## src/rtl/flash_poll_seq.sv

```systemverilog
module flash_poll_seq #(
  parameter int MAX_POLLS = 1000,
  localparam int CW = $clog2(MAX_POLLS + 1)
) (
  input  logic       clk,
  input  logic       rst_n,
  input  logic       start,
  input  logic       method,
  input  logic [7:0] exp_data,
  output logic       rd_req,
  input  logic       rd_valid,
  input  logic [7:0] rd_data,
  output logic       busy,
  output logic       done_pass,
  output logic       done_fail
);
  typedef enum logic [2:0] {S_IDLE, S_D1, S_D2, S_T1, S_T2, S_T3, S_T4} st_t;

  st_t st;
  logic pend, exp7, keep6, keep5;
  logic [CW-1:0] rounds;

  assign busy   = (st != S_IDLE);
  assign rd_req = busy && !pend;

  wire evalv = pend && rd_valid;
  wire d7ok  = (rd_data[7] == exp7);
  wire tog   = (rd_data[6] != keep6);
  wire lim   = (rounds == CW'(MAX_POLLS));

  always_ff @(posedge clk) begin
    if (!rst_n) begin
      st <= S_IDLE;
      pend <= 1'b0;
      exp7 <= 1'b0;
      keep6 <= 1'b0;
      keep5 <= 1'b0;
      rounds <= '0;
      done_pass <= 1'b0;
      done_fail <= 1'b0;
    end else begin
      done_pass <= 1'b0;
      done_fail <= 1'b0;
      if (rd_req) pend <= 1'b1;
      if (st == S_IDLE) begin
        if (start) begin
          exp7 <= exp_data[7];
          rounds <= CW'(1);
          pend <= 1'b0;
          st <= method ? S_T1 : S_D1;
        end
      end else if (evalv) begin
        pend <= 1'b0;
        case (st)
          S_D1:
            if (d7ok) begin
              st <= S_IDLE; done_pass <= 1'b1;
            end else if (rd_data[5]) begin
              st <= S_D2;
            end else if (lim) begin
              st <= S_IDLE; done_fail <= 1'b1;
            end else begin
              rounds <= rounds + 1'b1;
            end
          S_D2: begin
            st <= S_IDLE;
            done_pass <= d7ok;
            done_fail <= !d7ok;
          end
          S_T1: begin
            keep6 <= rd_data[6];
            keep5 <= rd_data[5];
            st <= S_T2;
          end
          S_T2:
            if (!tog) begin
              st <= S_IDLE; done_pass <= 1'b1;
            end else if (keep5) begin
              st <= S_T3;
            end else if (lim) begin
              st <= S_IDLE; done_fail <= 1'b1;
            end else begin
              rounds <= rounds + 1'b1;
              st <= S_T1;
            end
          S_T3: begin
            keep6 <= rd_data[6];
            st <= S_T4;
          end
          S_T4: begin
            st <= S_IDLE;
            done_pass <= !tog;
            done_fail <= tog;
          end
          default: st <= S_IDLE;
        endcase
      end
    end
  end
endmodule

```

## config.mk

```make
export PLATFORM = sky130hd
export DESIGN_NAME = flash_poll_seq
export DESIGN_NICKNAME = d
export VERILOG_FILES = /design/src/rtl/flash_poll_seq.sv
export SDC_FILE = /design/constraint.sdc
export NUM_CORES = 1
export LEC_CHECK = 0
export CAP_MARGIN = 0
export CORE_MARGIN = 2
export CORE_UTILIZATION = 53
export CTS_CLUSTER_DIAMETER = 100
export DETAILED_ROUTE_END_ITERATION = 10
export MAX_ROUTING_LAYER = met4
export PLACE_DENSITY = 0.91
export SYNTH_ARGS = -nofsm -noshare
export SYNTH_HDL_FRONTEND = slang
export SYNTH_SLANG_ARGS = --single-unit
```

## constraint.sdc

```tcl
create_clock -name clk -period 4.5 [get_ports clk]
set_clock_uncertainty 0.1 [all_clocks]
set_input_delay 1.125 -clock clk [delete_from_list [all_inputs] [get_ports clk]]
set_output_delay 1.125 -clock clk [all_outputs]
set_load 0.01 [all_outputs]
```

==> results.sh <==
export IMPL_post_drt_via_cell_ratio=6.02
export IMPL_antennaDiodeCount=0
export IMPL_utilization=0.650
export IMPL_finalSetupTns_ns=0
export IMPL_critPathMaxFanout=18
export IMPL_grt_use_total=0.215
export IMPL_cts_sinks=19
export IMPL_synth_seq_cells=19
export IMPL_start_util=0.572
export IMPL_fin_cells=177
export IMPL_regArea_um2=380
export IMPL_top_usage_layer="met2"
export IMPL_end_kind="primary output"
export IMPL_final_nets=174
export IMPL_async_flop_share=0
export IMPL_cts_inserted_buffers=3
export IMPL_min_to="rounds[8]"
export IMPL_placedCellCount=173
export IMPL_reg2reg_depth=5
export IMPL_place_congestion=0.876
export IMPL_slew_headroom=0.461
export IMPL_fmax_mhz=297
export IMPL_fin_area_um2=1290
export IMPL_clkSlewWorstSetupHoldPaths_ns=0.11
export IMPL_period_share=0.749
export IMPL_pin_count=25
export IMPL_drive_gt1_frac=0.0600
export IMPL_drc=0
export IMPL_finalWirelength_mm=2.37
export IMPL_clockBufferDepth=2
export IMPL_grt_pass1_wl_mm=4.20
export IMPL_peakVddDrop_mv=0.271
export IMPL_cts_resized=0
export IMPL_drt_wirelength_per_cell_um=13.4
export IMPL_portBuffers=12
export IMPL_avgSynthCellArea_um2=8.16
export IMPL_ys_top_cells_by_count="dfxtp_1, nand2_1, nor2_1"
export IMPL_fp_dieW_um=50.2
export IMPL_vias=1065
export IMPL_h_tree_depth=1
export IMPL_postCtsSetupBuffers=0
export IMPL_grt_max_degree=19
export IMPL_use_met2=0.351
export IMPL_use_met1=0.271
export IMPL_power_density_nw_per_um2=369
export IMPL_ys_warn_count=0
export IMPL_ys_seq_area_frac=0.336
export IMPL_leakage_uw=0.000460
export IMPL_drtPass1Iterations=4
export IMPL_synth_nets=162
export IMPL_yosysTopAreaCell="dfxtp_1"
export IMPL_overflow=0
export IMPL_fp_dieArea_um2=2520
export IMPL_synth_edf_count=0
export IMPL_outcome="finished clean"
export IMPL_drv_slew=0
export IMPL_grt_pass1_vias=1006
export IMPL_synth_cell_type_count=43
export IMPL_worst_ep_required_time_ns=3.27
export IMPL_max_cap_violations=0
export IMPL_postRouteAntennaNets=0
export IMPL_rsz0062_at_grt="false"
export IMPL_r2r_setup_slack_ns=1.90
export IMPL_hold_viol_final=0
export IMPL_hold_depth=2
export IMPL_antenna_found_initial=0
export IMPL_worst_pin_slew_ns=0.799
export IMPL_timing_rr_end="rounds[6]"
export IMPL_ys_top_cells_by_area="dfxtp_1, nand2_1, o21ai_0, nor2_1, nand4_1"
export IMPL_hold_start="rounds[8]"
export IMPL_synth_flop_cell="dfxtp_1"
export IMPL_placed_area_um2=1260
export IMPL_drt_iter0_drc=28
export IMPL_cts_tree="built"
export IMPL_yosysMostFrequentCell="dfxtp_1"
export IMPL_area_growth_synth_to_final_pct=13.7
export IMPL_core_um2=1980
export IMPL_syn_inst=139
export IMPL_cts_hold_buffers=0
export IMPL_synth_top_cell_area_share=0.336
export IMPL_syn_area_um2=1130
export IMPL_timing_rr_start="st[2]"
export IMPL_fin_crit_ns=3.37
export IMPL_clock_root_buffer="clkbuf_4"
export IMPL_num_rows=16
export IMPL_cp_startpoint="st[2]"
export IMPL_hpwl_mm=1.72
export IMPL_min_path_type="reg2reg"
export IMPL_critPathLaunchType="register"
export IMPL_multi_input_area_um2=708
export IMPL_report_final_setup_viol=0
export IMPL_crit_type="reg2out"
export IMPL_use_met3=0.0357
export IMPL_clock_latency_ns=0.30
export IMPL_dieHeight_um=50.2
export IMPL_arrival_ns=2.14
export IMPL_fillers=159
## power by group
group          switching [uW]  internal [uW]  total, uW  leakage (uW)
registers                31.6            182        214      0.000154
logic                    91.6           81.0        173      0.000289
clock network            56.3           33.2       89.5     0.0000177
total                     179            297        476      0.000460
## cell usage in the layout (no fill, tap or decap), drive strengths merged, types with 3 or more instances in the layout
cell           Yosys  final
nand4              6      6
inv                5      5
nand2             15     15
xor2               4      4
a21oi              6      6
xnor2              4      4
or3                3      3
nand2b             4      4
o21ai             11     11
dfxtp             19     19
clkbuf             4      3
and3               3      3
nor2              11     11
clkdlybuf4s50      0     12
nand3              7      7
## metal layers
metal  vias up  wire (um)
met2        29       1190
met3         4        119
li1        533          -
met4         0         19
met1       499       1040
met5         -          0
## cell type report
class                           count  share of cell area
Clock buffer                        3              0.0175
Clock inverter                      1             0.00388
Inverter                            5              0.0146
Multi-Input combinational cell    110               0.550
Sequential cell                    19               0.295
Tap cell                           27              0.0262
Timing Repair Buffer               12              0.0932
## state kept, by name, indices dropped and copies added, names as in the netlist
| signal | flops |
|---|---|
| done_fail | 1 |
| done_pass | 1 |
| exp7 | 1 |
| keep5 | 1 |
| keep6 | 1 |
| pend | 1 |
| rounds | 10 |
| st | 3 |
## metrics by stage
step	worst slack, ns	hold slack, ns	power (uW)
global placement	0.991	0.369	382
detailed placement	0.972	0.391	387
floorplan	1.60	0.358	333
CTS	1.14	0.405	477
global route	0.998	0.415	511
finish	1.13	0.403	476
## worst max path at each step
stage	endpoint	slack, ns	depth (start not counted)
floorplan	rounds[9]	1.60	5
global placement	rounds[2]	0.99	6
detailed placement	rounds[6]	0.97	6
CTS	busy	1.14	3
global route	busy	1.0	3
finish	busy	1.13	3
## worst max-delay path: stages, from the launching register on
cell and delay (ns):
dfxtp_1 0.49, nor3_1 0.64, inv_1 0.18, clkdlybuf4s50_1 0.52
## cells by family after synthesis
logic type / Yosys count / share of synthesized area
AO/OA/AOI/OAI: 32 / 0.205
XOR/XNOR: 8 / 0.0618
adder cells (fa/ha/maj): 2 / 0.0221
buffers and inverters: 10 / 0.0397
flip-flops: 19 / 0.336
multiplexers: 1 / 0.00883
AND/OR/NAND/NOR: 67 / 0.327
No activity file was read; power rests on OpenSTA's default activity.
